[src/rtl/crc_sel_pkg.sv]
package crc_sel_pkg;
  localparam int CRC_W    = 32;
  localparam int NARROW_W = 16;
  localparam int DATA_W   = 8;
  localparam int MODE_W   = 8;

  typedef enum logic [1:0] {
    SEL_C32  = 2'd0,
    SEL_C32C = 2'd1,
    SEL_C16  = 2'd2,
    SEL_RSVD = 2'd3
  } poly_sel_e;

  // Field order fixes the bit positions: divider[7:4], sel[3:2], cmp[1], en[0]
  typedef struct packed {
    logic [3:0] divider;
    poly_sel_e  sel;
    logic       cmp_en;
    logic       enable;
  } mode_reg_t;

  function automatic logic is_narrow(input poly_sel_e s);
    return (s == SEL_C16);
  endfunction

  function automatic logic [CRC_W-1:0] poly_of(input poly_sel_e s);
    logic [CRC_W-1:0] p;
    case (s)
      SEL_C32C: p = 32'h1EDC_6F41;
      SEL_C16:  p = 32'h0000_1021;
      default:  p = 32'h04C1_1DB7;
    endcase
    return p;
  endfunction

  function automatic logic [CRC_W-1:0] seed_of(input poly_sel_e s);
    return is_narrow(s) ? {{(CRC_W-NARROW_W){1'b0}}, {NARROW_W{1'b1}}}
                        : {CRC_W{1'b1}};
  endfunction
endpackage

[src/rtl/crc_sel_cfg.sv]
module crc_sel_cfg
  import crc_sel_pkg::*;
#(
  parameter int MODE_BITS = MODE_W
) (
  input  logic                 clk,
  input  logic                 rst,
  input  logic                 mode_wr,
  input  logic [MODE_BITS-1:0] mode_wdata,
  input  logic                 ctrl_wr,
  output mode_reg_t            mode_q,
  output logic                 reinit,
  output poly_sel_e            next_sel
);
  mode_reg_t mode_r;
  mode_reg_t wr_view;

  always_comb begin
    wr_view  = mode_reg_t'(mode_wdata);
    reinit   = mode_wr | ctrl_wr;
    next_sel = mode_wr ? wr_view.sel : mode_r.sel;
  end

  always_ff @(posedge clk) begin
    if (rst)          mode_r <= '0;
    else if (mode_wr) mode_r <= wr_view;
  end

  assign mode_q = mode_r;


  mode_hold_chk: assert property (@(posedge clk) disable iff (rst)
    !mode_wr |=> $stable(mode_r));
endmodule

[src/rtl/crc_sel_lane.sv]
module crc_sel_lane #(
  parameter int W     = 32,
  parameter int DBITS = 8
) (
  input  logic [W-1:0]     rem_in,
  input  logic [W-1:0]     poly,
  input  logic [DBITS-1:0] din,
  output logic [W-1:0]     rem_out
);
  logic [W-1:0] stage [DBITS+1];

  assign stage[0] = rem_in;

  for (genvar i = 0; i < DBITS; i++) begin : g_bit
    logic fb;
    assign fb = stage[i][W-1] ^ din[DBITS-1-i];
    assign stage[i+1] = fb ? ({stage[i][W-2:0], 1'b0} ^ poly)
                           : {stage[i][W-2:0], 1'b0};
  end

  assign rem_out = stage[DBITS];
endmodule

[src/rtl/crc_sel_step.sv]
module crc_sel_step
  import crc_sel_pkg::*;
#(
  parameter int WIDE   = CRC_W,
  parameter int NARROW = NARROW_W,
  parameter int DBITS  = DATA_W
) (
  input  logic [WIDE-1:0]  rem_in,
  input  logic [WIDE-1:0]  poly,
  input  logic             narrow,
  input  logic [DBITS-1:0] din,
  output logic [WIDE-1:0]  rem_out
);
  localparam int PAD = WIDE - NARROW;

  logic [WIDE-1:0]   wide_out;
  logic [NARROW-1:0] narrow_out;

  crc_sel_lane #(.W(WIDE), .DBITS(DBITS)) u_wide (
    .rem_in (rem_in),
    .poly   (poly),
    .din    (din),
    .rem_out(wide_out)
  );

  crc_sel_lane #(.W(NARROW), .DBITS(DBITS)) u_narrow (
    .rem_in (rem_in[NARROW-1:0]),
    .poly   (poly[NARROW-1:0]),
    .din    (din),
    .rem_out(narrow_out)
  );

  assign rem_out = narrow ? {{PAD{1'b0}}, narrow_out} : wide_out;
endmodule

[src/rtl/crc_sel_core.sv]
module crc_sel_core
  import crc_sel_pkg::*;
#(
  parameter int WIDE   = CRC_W,
  parameter int NARROW = NARROW_W
) (
  input  logic            clk,
  input  logic            rst,
  input  logic            reinit,
  input  logic [WIDE-1:0] seed_in,
  input  logic            accept,
  input  logic            narrow,
  input  logic [WIDE-1:0] step_val,
  output logic [WIDE-1:0] rem_q
);
  always_ff @(posedge clk) begin
    if (rst)         rem_q <= {WIDE{1'b1}};
    else if (reinit) rem_q <= seed_in;
    else if (accept) rem_q <= step_val;
  end


  reseed_chk: assert property (@(posedge clk) disable iff (rst)
    reinit |=> rem_q == $past(seed_in));


  idle_hold_chk: assert property (@(posedge clk) disable iff (rst)
    (!reinit && !accept) |=> $stable(rem_q));


  narrow_upper_chk: assert property (@(posedge clk) disable iff (rst)
    narrow |-> rem_q[WIDE-1:NARROW] == '0);
endmodule

[src/rtl/crc_sel_engine.sv]
module crc_sel_engine
  import crc_sel_pkg::*;
#(
  parameter int DBITS  = DATA_W,
  parameter int WIDE   = CRC_W,
  parameter int NARROW = NARROW_W,
  parameter int MBITS  = MODE_W
) (
  input  logic             clk,
  input  logic             rst,
  input  logic             mode_wr,
  input  logic [MBITS-1:0] mode_wdata,
  input  logic             ctrl_wr,
  input  logic             data_valid,
  input  logic [DBITS-1:0] data_byte,
  input  logic [WIDE-1:0]  ref_crc,
  output logic [MBITS-1:0] mode_q,
  output logic [WIDE-1:0]  crc_value,
  output logic             crc_mismatch
);
  mode_reg_t       mode_r;
  logic            reinit;
  poly_sel_e       next_sel;
  logic            narrow;
  logic            accept;
  logic [WIDE-1:0] poly;
  logic [WIDE-1:0] seed;
  logic [WIDE-1:0] step_val;
  logic [WIDE-1:0] rem_q;
  logic            mismatch_q;

  crc_sel_cfg #(.MODE_BITS(MBITS)) u_cfg (
    .clk       (clk),
    .rst       (rst),
    .mode_wr   (mode_wr),
    .mode_wdata(mode_wdata),
    .ctrl_wr   (ctrl_wr),
    .mode_q    (mode_r),
    .reinit    (reinit),
    .next_sel  (next_sel)
  );

  always_comb begin
    narrow = is_narrow(mode_r.sel);
    poly   = poly_of(mode_r.sel);
    seed   = seed_of(next_sel);
    accept = data_valid & mode_r.enable;
  end

  crc_sel_step #(.WIDE(WIDE), .NARROW(NARROW), .DBITS(DBITS)) u_step (
    .rem_in (rem_q),
    .poly   (poly),
    .narrow (narrow),
    .din    (data_byte),
    .rem_out(step_val)
  );

  crc_sel_core #(.WIDE(WIDE), .NARROW(NARROW)) u_core (
    .clk     (clk),
    .rst     (rst),
    .reinit  (reinit),
    .seed_in (seed),
    .accept  (accept),
    .narrow  (narrow),
    .step_val(step_val),
    .rem_q   (rem_q)
  );

  always_ff @(posedge clk) begin
    if (rst) mismatch_q <= 1'b0;
    else     mismatch_q <= mode_r.cmp_en & (rem_q != ref_crc);
  end

  assign mode_q       = mode_r;
  assign crc_value    = rem_q;
  assign crc_mismatch = mismatch_q;


  cmp_off_quiet_chk: assert property (@(posedge clk) disable iff (rst)
    !mode_r.cmp_en |=> !mismatch_q);
endmodule

[config.mk]
export PLATFORM = sky130hd
export DESIGN_NAME = crc_sel_engine
export DESIGN_NICKNAME = d
export VERILOG_FILES = /design/src/rtl/crc_sel_pkg.sv /design/src/rtl/crc_sel_cfg.sv /design/src/rtl/crc_sel_lane.sv /design/src/rtl/crc_sel_step.sv /design/src/rtl/crc_sel_core.sv /design/src/rtl/crc_sel_engine.sv
export SDC_FILE = /design/constraint.sdc
export NUM_CORES = 1
export LEC_CHECK = 0
export ABC_AREA = 1
export BUFFER_PORTS_ARGS = -buffer_cell sky130_fd_sc_hd__buf_2
export CAP_MARGIN = 10
export CORE_UTILIZATION = 56
export DETAILED_ROUTE_END_ITERATION = 8
export HOLD_SLACK_MARGIN = 0.1
export PLACE_DENSITY = 0.87
export SETUP_SLACK_MARGIN = 0.3
export SYNTH_ARGS = -nofsm -noshare
export SYNTH_HDL_FRONTEND = slang
export SYNTH_SLANG_ARGS = --single-unit
[constraint.sdc]
create_clock -name clk -period 2.74 [get_ports clk]
set_input_delay 0.548 -clock clk [delete_from_list [all_inputs] [get_ports clk]]
set_output_delay 0.548 -clock clk [all_outputs]
set_load 0.02 [all_outputs]
**Word-level counts from Yosys, hierarchy flattened**

Cells that the tools add are included.

- Register bits: 41
- Bits in latches: 0
- Memory bits (writable): 0
- Bits in read-only memories: 0
- Bits of input ports: 53
- Output and inout port bits: 41
- Word-level logic and storage cells: 68
- Memories kept: 0

- Add/subtract/negate cells: 0
- $mul: 0
- Div/mod/pow operators: 0
- Order comparisons: 0
- Equal/unequal tests: 4
- Shift operators: 0
- Muxes and demuxes: 22
- Bitwise logic cells: 35
- Reduce and logical (&&, ||, !) cells: 1

Operator list:

| kind | count |
|---|---|
| $mux W32 | 12 |
| $xor A32 B29 Y32 | 8 |
| $mux W16 | 8 |
| $xor A16 B16 Y16 | 8 |
| $pmux W29 S2 | 1 |
| $ne A32 B32 Y1 | 1 |
| $xor A1 B1 Y1 | 16 |
| $eq A2 B2 Y1 const B | 2 |
| $and A1 B1 Y1 | 2 |
| $eq A2 B1 Y1 const B | 1 |
| $mux W2 | 1 |
| $reduce_bool A2 Y1 | 1 |
| $or A1 B1 Y1 | 1 |

**Depth between registers and ports, before layout**

Gate-level depths: netlist of run 1.

- Word-level depth: 21
- Mapped depth: 24
- Mapped depth without buffers: 24

**Modules after synthesis**

From an unflattened synthesis of run 1, not the netlist that was laid out.

- Cells, all modules: 2040
- Area, all modules: 10891.7 um2

Modules (own cells, without submodules):

| module | times used | cells each | area an instance (um2) | sequential area each (um2) |
|---|---|---|---|---|
| crc_sel_lane (u_step.u_wide) | 1 | 1012 | 5182.5 | 0.0 |
| crc_sel_lane (u_step.u_narrow) | 1 | 533 | 2758.9 | 0.0 |
| crc_sel_core | 1 | 179 | 1515.2 | 640.6 |
| crc_sel_engine | 1 | 186 | 764.5 | 20.0 |
| crc_sel_step | 1 | 86 | 357.8 | 0.0 |
| crc_sel_cfg | 1 | 44 | 312.8 | 160.2 |

**Least setup slack after synthesis of run 1**

Ideal clock, no wire load.

- Kind: reg2reg
- Start point: register u_cfg.mode_q[2] (netlist name)
- End point: register u_core.rem_q[7]
- Library setup time: 0.112 ns
- Data arrival time: 2.363 ns
- Data required time: 2.628 ns
- Path slack: 0.264 ns
- Cell stages (with the launch flop): 21
- Path buffers: 1
- Period minus slack after synthesis: 2.476 ns
- Path through: dfxtp_1 -> inv_1 -> ha_1 -> buf_2 -> inv_1 -> nand2_1 -> xor2_2 -> xnor2_1 -> nand2_1 -> nand2_1 -> nand2_1 -> nand2_1 -> inv_1 -> nand2_1 -> nand2_1 -> nand2_1 -> nand3_1 -> nand2_1 -> inv_1 -> nand2_1 -> nand2_1

- Word-level cells in the longest chain between the ends: 21
- Elaborated cells between the ends (all ways): 48
- Classes of those cells: 2 x eq/ne; 20 x mux; 26 x bitwise

Ends and longest elaborated chain:

| what | line | text |
|---|---|---|
| $eq A2 B2 Y1 / $eq A2 B1 Y1 (equally long branches) | crc_sel_pkg.sv:23, crc_sel_pkg.sv:28 |  |
| $pmux W29 S2 | crc_sel_pkg.sv:28 | `case (s)` |
| $xor A32 B29 Y32 / $xor A16 B16 Y16 (equally long branches) | crc_sel_lane.sv:17 | `assign stage[i+1] = fb ? ({stage[i][W-2:0], 1'b0} ^ poly)` |
| $mux W32 / $mux W16 (equally long branches) | crc_sel_lane.sv:17 |  |
| $xor A32 B29 Y32 / $xor A16 B16 Y16 (equally long branches) | crc_sel_lane.sv:17 |  |
| $mux W32 / $mux W16 (equally long branches) | crc_sel_lane.sv:17 |  |
| $xor A32 B29 Y32, or another cell as far along | crc_sel_lane.sv:17 |  |
| $mux W32 / $mux W16 (equally long branches) | crc_sel_lane.sv:17 |  |
| [5 not listed] | n/a |  |
| $mux W32 / $mux W16 (equally long branches) | crc_sel_lane.sv:17 |  |
| $xor A32 B29 Y32, or another cell as far along | crc_sel_lane.sv:17 |  |
| $mux W32 / $mux W16 (equally long branches) | crc_sel_lane.sv:17 |  |
| $xor A32 B29 Y32, or another cell as far along | crc_sel_lane.sv:17 |  |
| $mux W32 / $mux W16 (equally long branches) | crc_sel_lane.sv:17 |  |
| $mux W32 (*) | crc_sel_step.sv:33 | `assign rem_out = narrow ? {{PAD{1'b0}}, narrow_out} : wide_out;` |
| $mux W32 (*) | crc_sel_core.sv:19 | `else if (accept) rem_q <= step_val;` |
| $mux W32 (*) | crc_sel_core.sv:18 | `else if (reinit) rem_q <= seed_in;` |
| to (signal assigned) | crc_sel_core.sv:17 | `if (rst) rem_q <= {WIDE{1'b1}};` |
| to (signal assigned) | crc_sel_core.sv:18 |  |
| to (signal assigned) | crc_sel_core.sv:19 |  |
| to (decl) | crc_sel_core.sv:14 | `output logic [WIDE-1:0] rem_q` |

Mark *: on every way between the ends. The rest lies on a longest branch, timed or not. The select of a mux whose other input is x is not followed.
A chain may end at the register's enable or synchronous reset.

**Final worst setup path of run 1**

- Start point: register u_core.rem_q[11]
- End point: register u_core.rem_q[5]

- Word-level cells in the longest chain between the ends: 19
- Elaborated cells between the ends (all ways): 22
- Classes of those cells: 11 x mux; 11 x bitwise

Ends and longest elaborated chain:

| what | line |
|---|---|
| $xor A16 B16 Y16 | crc_sel_lane.sv:17 |
| $mux W16 (*) | crc_sel_lane.sv:17 |
| $xor A16 B16 Y16 | crc_sel_lane.sv:17 |
| $mux W16 (*) | crc_sel_lane.sv:17 |
| $xor A16 B16 Y16 | crc_sel_lane.sv:17 |
| $mux W16 (*) | crc_sel_lane.sv:17 |
| $xor A16 B16 Y16 | crc_sel_lane.sv:17 |
| $mux W16 (*) | crc_sel_lane.sv:17 |
| [3 not listed] | n/a |
| $mux W16 (*) | crc_sel_lane.sv:17 |
| $xor A16 B16 Y16 / $xor A1 B1 Y1 (equally long branches) | crc_sel_lane.sv:17, crc_sel_lane.sv:16 |
| $mux W16 (*) | crc_sel_lane.sv:17 |
| $xor A16 B16 Y16 / $xor A1 B1 Y1 (equally long branches) | crc_sel_lane.sv:17, crc_sel_lane.sv:16 |
| $mux W16 (*) | crc_sel_lane.sv:17 |
| $mux W32 (*) | crc_sel_step.sv:33 |
| $mux W32 (*) | crc_sel_core.sv:19 |
| $mux W32 (*) | crc_sel_core.sv:18 |

Marked as above.

==> results of run 1 <==
path summary, 6_finish.rpt:
| check | from | endpoint | slack (ps) | cells past startpoint |
|---|---|---|---|---|
| max | u_core.rem_q[11] | u_core.rem_q[5] | 100 | 18 |
| min reg2reg | u_cfg.mode_q[1] | crc_mismatch | 490 | 1 |
| max reg2reg | u_core.rem_q[11] | u_core.rem_q[5] | 100 | 18 |
| min | rst | u_cfg.mode_q[2] | 420 | 2 |
state kept, by name, indices dropped and copies added, names as in the netlist:
register / cells
u_cfg.mode_q: 8
crc_mismatch: 1
u_core.rem_q: 32
cell families (layout without fill, tap and decap cells):
logic type,count (synthesis),after routing
AO/OA/AOI/OAI,124,124
XOR/XNOR,136,136
adder cells (fa/ha/maj),2,2
buffers and inverters,131,313
flip-flops,41,41
AND/OR/NAND/NOR,480,481
per-stage QoR:
step           total power, uW   util  setup WS (ps)  hold slack (ps)  instances
3_5_place_dp              3340  0.702           -145              470       1193
6_report                  4670  0.812           98.0              416       1226
5_1_grt                   4870  0.812           34.0              411       1226
4_1_cts                   4040  0.733            304              421       1207
3_3_place_gp              3310  0.702          -87.6              471       1193
2_1_floorplan             2490      -            351              550        914
worst register-to-register path, cell delays in order (launching register included):
cell	delay (ps)
dfxtp_1	510
xor2_2	400
inv_1	170
nand2_4	100
nand2_4	70
inv_2	70
nand2_2	80
nand3_4	130
inv_1	60
nand2_2	110
buf_4	120
nand3b_1	60
nand3_1	140
inv_1	60
nand2_1	60
nand3_1	100
nand2_2	110
nand2_1	70
nand2_1	140
metal layers:
layer	vias up	routed length, um
met5	-	0
met2	761	10300
met3	200	3790
met1	3334	8560
met4	0	1840
li1	3247	-
cell type report:
cell class                 instances  share of cell area
inverter                         110              0.0574
clock buffer                       5             0.00913
tap                              129              0.0214
sequential                        41               0.111
timing repair buffer             195               0.179
clock inverter                     3             0.00913
multi-input combinational        743               0.613
timing repair:
action / 4_1_cts / 5_1_grt
resized for setup: 26 / 160
cloned: 0 / 2
setup buffers: 6 / 17
endpoints found under the setup margin: 30 / 28
pin swaps: 6 / 54
power groups by stage:
stage	clock, uW	sequential (uW)	combinational, uW
after floorplan	0	790	1700
after detailed placement	0	739	2600
after CTS	627	729	2680
after global placement	0	739	2570
after global routing	660	742	3470
final	643	742	3280
Yosys cell counts, types with 3 or more instances:
master / number / share of area
o22ai_1: 5 / 0.0058
inv_1: 98 / 0.068
nand2_4: 6 / 0.013
nand3_2: 3 / 0.0056
nand2_1: 298 / 0.21
dfxtp_1: 41 / 0.15
o221ai_1: 4 / 0.0065
inv_2: 9 / 0.0063
nand3b_1: 5 / 0.0070
nor4_1: 5 / 0.0058
xor2_2: 5 / 0.015
nand4_1: 7 / 0.0081
o211ai_1: 3 / 0.0042
nand3_1: 67 / 0.062
nor3_1: 3 / 0.0028
o21ai_0: 66 / 0.061
o21ai_1: 3 / 0.0028
or2_2: 7 / 0.0081
clkinv_1: 3 / 0.0021
a21oi_1: 30 / 0.028
clkbuf_1: 11 / 0.0077
buf_2: 6 / 0.0056
xor2_1: 98 / 0.16
xnor2_1: 33 / 0.054
or2_1: 4 / 0.0046
nor2_1: 45 / 0.031
nor2_2: 3 / 0.0035
nand2_2: 23 / 0.027
==> results.json, run 1 <==
{
  "worst_slew_pin_slew_ps": 813,
  "route.detailed.drc": 0,
  "ys_async_sr_fraction": 0,
  "synth-edff-count": 0,
  "final-max-slew-violation-count": 0,
  "seq_power_share": 0.159,
  "multi_input_comb_area_um2": 4620,
  "htree_num_levels": 2,
  "hold_class": "input port to flip-flop",
  "seq_area_um2": 835,
  "worst-endpoint-arrival_ps": 2890,
  "vdd_ir_drop_max_mv": 0.339,
  "avgSynthCellArea_um2": 5.90,
  "fmax_mhz": 379,
  "synth_compound_gate_area_share": 0.129,
  "rsz0062_at_grt": "yes",
  "met3_track_demand_over_resource_in_global_routing": 0.0717,
  "yosysWarnings": 0,
  "avgRoutedWirePerCell_um": 20.0,
  "post-route-period-util": 0.964,
  "clk-insertion-delay-late_ps": 320,
  "grt_max_degree": 31,
  "worstSetupPathType": "flip-flop to flip-flop",
  "post_synth_instance_area_um2": 5390,
  "post_synth_and_or_nand_nor_area_fraction": 0.392,
  "grt.overflow.total": 0,
  "n_fill_cell": 619,
  "report.final.setup_viol": 0,
  "clock_skew_ps": 10.7,
  "status": "finished clean",
  "finished_layout_cell_area_um2": 7540,
  "boundaryPins": 94,
  "cts.root.buffer_cell": "clkbuf_8",
  "critPathCaptureType": "flip-flop",
  "crit_path_largest_cell_delay_ps": 510,
  "power_frac_clock": 0.138,
  "drt_iter0_markers": 1042,
  "cp-start-kind": "flip-flop",
  "final.min_clock_period_ps": 2640,
  "place_area_um2": 6520,
  "post_synth_inst_count": 914,
  "vias": 7542,
  "timing.max_cap.violations": 0,
  "cts_tree": "built",
  "layout_common_cells": "nand2_1 (257), buf_2 (93), xor2_1 (90)",
  "cell_area_power_density_nw_per_um2": 620,
  "synthToLayoutAreaGrowth_pct": 39.7,
  "static-leakage-power_uw": 0.00386,
  "synth.mux.area_fraction": 0,
  "post_synth_net_total": 969,
  "vias_per_cell": 6.15,
  "comb_power_share": 0.703,
  "max-clock-path-buffers": 2,
  "list_of_cells_traversed_by_the_critical_path": "xor2_2 > inv_1 > nand2_4 > nand2_4 > inv_2 > nand2_2 > nand3_4 > inv_1 > nand2_2 > buf_4 > nand3b_1 > nand3_1 > inv_1 > nand2_1 > nand3_1 > nand2_2 > nand2_1 > nand2_1",
  "grt_util_met1": 0.569,
  "critPathBufInv": 5,
  "drive_above_1_share": 0.343,
  "gr-max-usage-layer": "met2",
  "place.detailed.hpwl_um": 16400,
  "fin_tns_setup_ps": 0,
  "antennaDiodeCount": 0,
  "initial_antenna_violation_count": 0,
  "internal-power_uw": 2260,
  "ys_seq_area_frac": 0.152,
  "timing.slew.headroom": 0.444,
  "final_layout_net_count": 1151,
  "synthAdderAreaFrac": 0.00464,
  "synth-xor-area-share": 0.228,
  "chipWidth_um": 100,
  "critPathMaxFanout": 5,
  "count_of_antenna_violating_nets_left_after_detailed_routing": 0,
  "num_rows": 35,
  "core_area_um2": 9280,
  "clk_pin_slew_worst_paths_ps": 100,
  "globalRouteTotalUtil": 0.415,
  "grtUsageMet2": 0.641,
  "numCtsBuffers": 5,
  "cts.hold.buffers_added": 0,
  "place.port_buffers": 93,
  "die_area_um2": 10000,
  "start_util": 0.581,
  "cts_sinks": 41,
  "gp_congestion": 0.990,
  "sw_frac_of_total": 0.515,
  "dominant_register_cell_in_the_synthesized_netlist": "dfxtp_1",
  "grt_pass1_vias": 5993,
  "report.final.hold_viol_count": 0,
  "synth_seq_cells": 41,
  "path_delay_family": "simple AND/OR/NAND/NOR gates",
  "total_switching_power_uw": 2410,
  "first_pass_iters": 9,
  "dominant_combinational_cell_family_by_area_after_synthesis": "simple AND/OR/NAND/NOR gates",
  "yosysUniqueCellTypes": 44,
  "grt_first_pass_wirelength_um": 31500,
  "dieHeight_um": 100,
  "mostFrequentLayoutCell": "nand2_1",
  "final_wirelength_um": 24500,
  "cp_data_required_time_ps": 2980,
  "crit_path_top_delay_cell": "dfxtp_1"
}
No activity file was read; power rests on OpenSTA's default activity.
==> run 2, diff against run 1 <==
Settings changed: PLACE_DENSITY 0.87 to 0.8.
==> run 2 against run 1 <==
Compared with the run above:
- design area grew 5.9%
- clock power shrank 30%
- first-iteration DRC count grew 5.3%
- combinational power grew 8.8%
- final cell count grew 4.1%
- via count shrank 0.34%
- sequential power grew 0.8%
- critical path type is now input port to flip-flop
- critical endpoint is now u_core.rem_q[6]
==> results.json, run 2 (synthesized netlist as in run 1, its figures left out) <==
{
  "largest_register_ff_count": 32,
  "clk-insertion-delay-late_ps": 310,
  "final_wirelength_um": 25500,
  "globalRouteTotalUtil": 0.424,
  "place_area_um2": 6840,
  "core_area_um2": 9280,
  "internal-power_uw": 2260,
  "fmax_mhz": 371,
  "first_pass_iters": 9,
  "count_of_antenna_violating_nets_left_after_detailed_routing": 0,
  "avgRoutedWirePerCell_um": 20.0,
  "chipWidth_um": 100,
  "layout_common_cells": "nand2_1 (238), buf_4 (137), buf_2 (93)",
  "cell_area_power_density_nw_per_um2": 597,
  "cts.hold.buffers_added": 0,
  "numCtsBuffers": 5,
  "grt_first_pass_wirelength_um": 31900,
  "clock_skew_ps": 8.98,
  "timing.max_cap.violations": 0,
  "worstSetupPathType": "input port to flip-flop",
  "report.final.hold_viol_count": 0,
  "hold_class": "input port to flip-flop",
  "cp_data_required_time_ps": 2960,
  "final_layout_net_count": 1201,
  "die_area_um2": 10000,
  "static-leakage-power_uw": 0.00414,
  "cts_tree": "built",
  "registers.top_by_ff_count": "u_core.rem_q",
  "fin_total_pwr_uw": 4770,
  "vdd_ir_drop_max_mv": 0.320,
  "report.final.setup_viol": 0,
  "multi_input_comb_area_um2": 4710,
  "vias": 7516,
  "drt_iter0_markers": 1097,
  "finished_layout_cell_area_um2": 7980,
  "worst-endpoint-arrival_ps": 2910,
  "grt_pass1_vias": 6061,
  "status": "finished clean",
  "mostFrequentLayoutCell": "nand2_1",
  "comb_power_share": 0.748,
  "post-route-period-util": 0.983,
  "cp-start-kind": "input port",
  "clk_pin_slew_worst_paths_ps": 100,
  "dieHeight_um": 100,
  "grt_max_degree": 31,
  "fin_tns_setup_ps": 0,
  "end_of_flow_core_utilization": 0.860,
  "grt.overflow.total": 0,
  "drive_above_1_share": 0.389,
  "antennaDiodeCount": 0,
  "cts_sinks": 41,
  "max-clock-path-buffers": 2,
  "place.detailed.hpwl_um": 17300,
  "power_frac_clock": 0.095,
  "critPathCaptureType": "flip-flop",
  "boundaryPins": 94,
  "initial_antenna_violation_count": 0,
  "final.setup.worst_slack_ps": 46.8,
  "seq_power_share": 0.157,
  "post-place-ws_ps": -37.0,
  "start_util": 0.581,
  "vias_per_cell": 5.89,
  "timing.slew.headroom": 0.543,
  "cts.root.buffer_cell": "clkbuf_8",
  "worst_slew_pin_slew_ps": 682,
  "htree_num_levels": 2,
  "sw_frac_of_total": 0.526,
  "n_fill_cell": 583,
  "total_switching_power_uw": 2510,
  "seq_area_um2": 843,
  "synthToLayoutAreaGrowth_pct": 48.1,
  "drt-met1-wl_um": 9480,
  "final.min_clock_period_ps": 2690,
  "gp_congestion": 1.01,
  "num_rows": 35,
  "critPathMaxFanout": 7,
  "routed.top_layer": "met4",
  "rsz0062_at_grt": "yes",
  "met2RoutedLength_um": 10700,
  "detailroute.wirelength.met3_um": 3450,
  "final-max-slew-violation-count": 0,
  "route.detailed.drc": 0,
  "place.port_buffers": 93
}
## run 2: routing by layer
layer | up-vias | GRT usage
li1 | 3352 | -
met1 | 3337 | 0.584
met2 | 624 | 0.654
met3 | 203 | 0.102
met4 | 0 | 0.127
met5 | - | 0
## run 2: power groups by stage
stage,registers (uW),clock network [uW],logic [uW]
4_1_cts,736,431,2830
6_report,748,451,3570
5_1_grt,748,458,3790
2_1_floorplan,790,0,1700
3_3_place_gp,746,0,2760
3_5_place_dp,747,0,2790
## run 2: cell type report
class	instances	area share
Multi-Input combinational cell	742	0.591
Timing Repair Buffer	246	0.217
Clock buffer	5	0.00862
Clock inverter	3	0.00219
Inverter	110	0.0555
Sequential cell	41	0.106
Tap cell	129	0.0202
## run 2: critical path, stage by stage
cell and delay (ps):
buf_2 130, inv_2 100, nand2_1 110, nand2_4 170
nand2_1 80, nand2_2 100, nand3_2 110, nand2_4 100
nand2_2 90, nand2_2 170, nand2_2 100, nand2_4 120
nand2_4 90, nor2_4 180, nand2_2 100, nand3_4 100
buf_6 120, nand2_4 40, nand2b_1 70, nand3_1 80
nand2_1 110, nand2_1 70
## run 2: what timing repair did
| action | CTS | global route |
|---|---|---|
| gates cloned | 0 | 2 |
| gates resized for setup | 20 | 204 |
| setup buffers | 1 | 30 |
| pin swaps | 3 | 83 |
| endpoints found under the setup margin | 28 | 29 |
## run 2: path summary, 6_finish.rpt
path,startpoint,end,slack (ps),depth (start not counted)
min reg2reg,u_cfg.mode_q[1],crc_mismatch,490,1
max,data_byte[7],u_core.rem_q[6],50,22
min,rst,u_cfg.mode_q[2],420,2
max reg2reg,u_cfg.mode_q[3],u_core.rem_q[6],100,20
## run 2: per-stage QoR
step | hold WS, ps | cells
after floorplan | 550 | 914
after global routing | 421 | 1276
after detailed placement | 468 | 1235
final | 423 | 1276
after global placement | 476 | 1235
after CTS | 417 | 1244
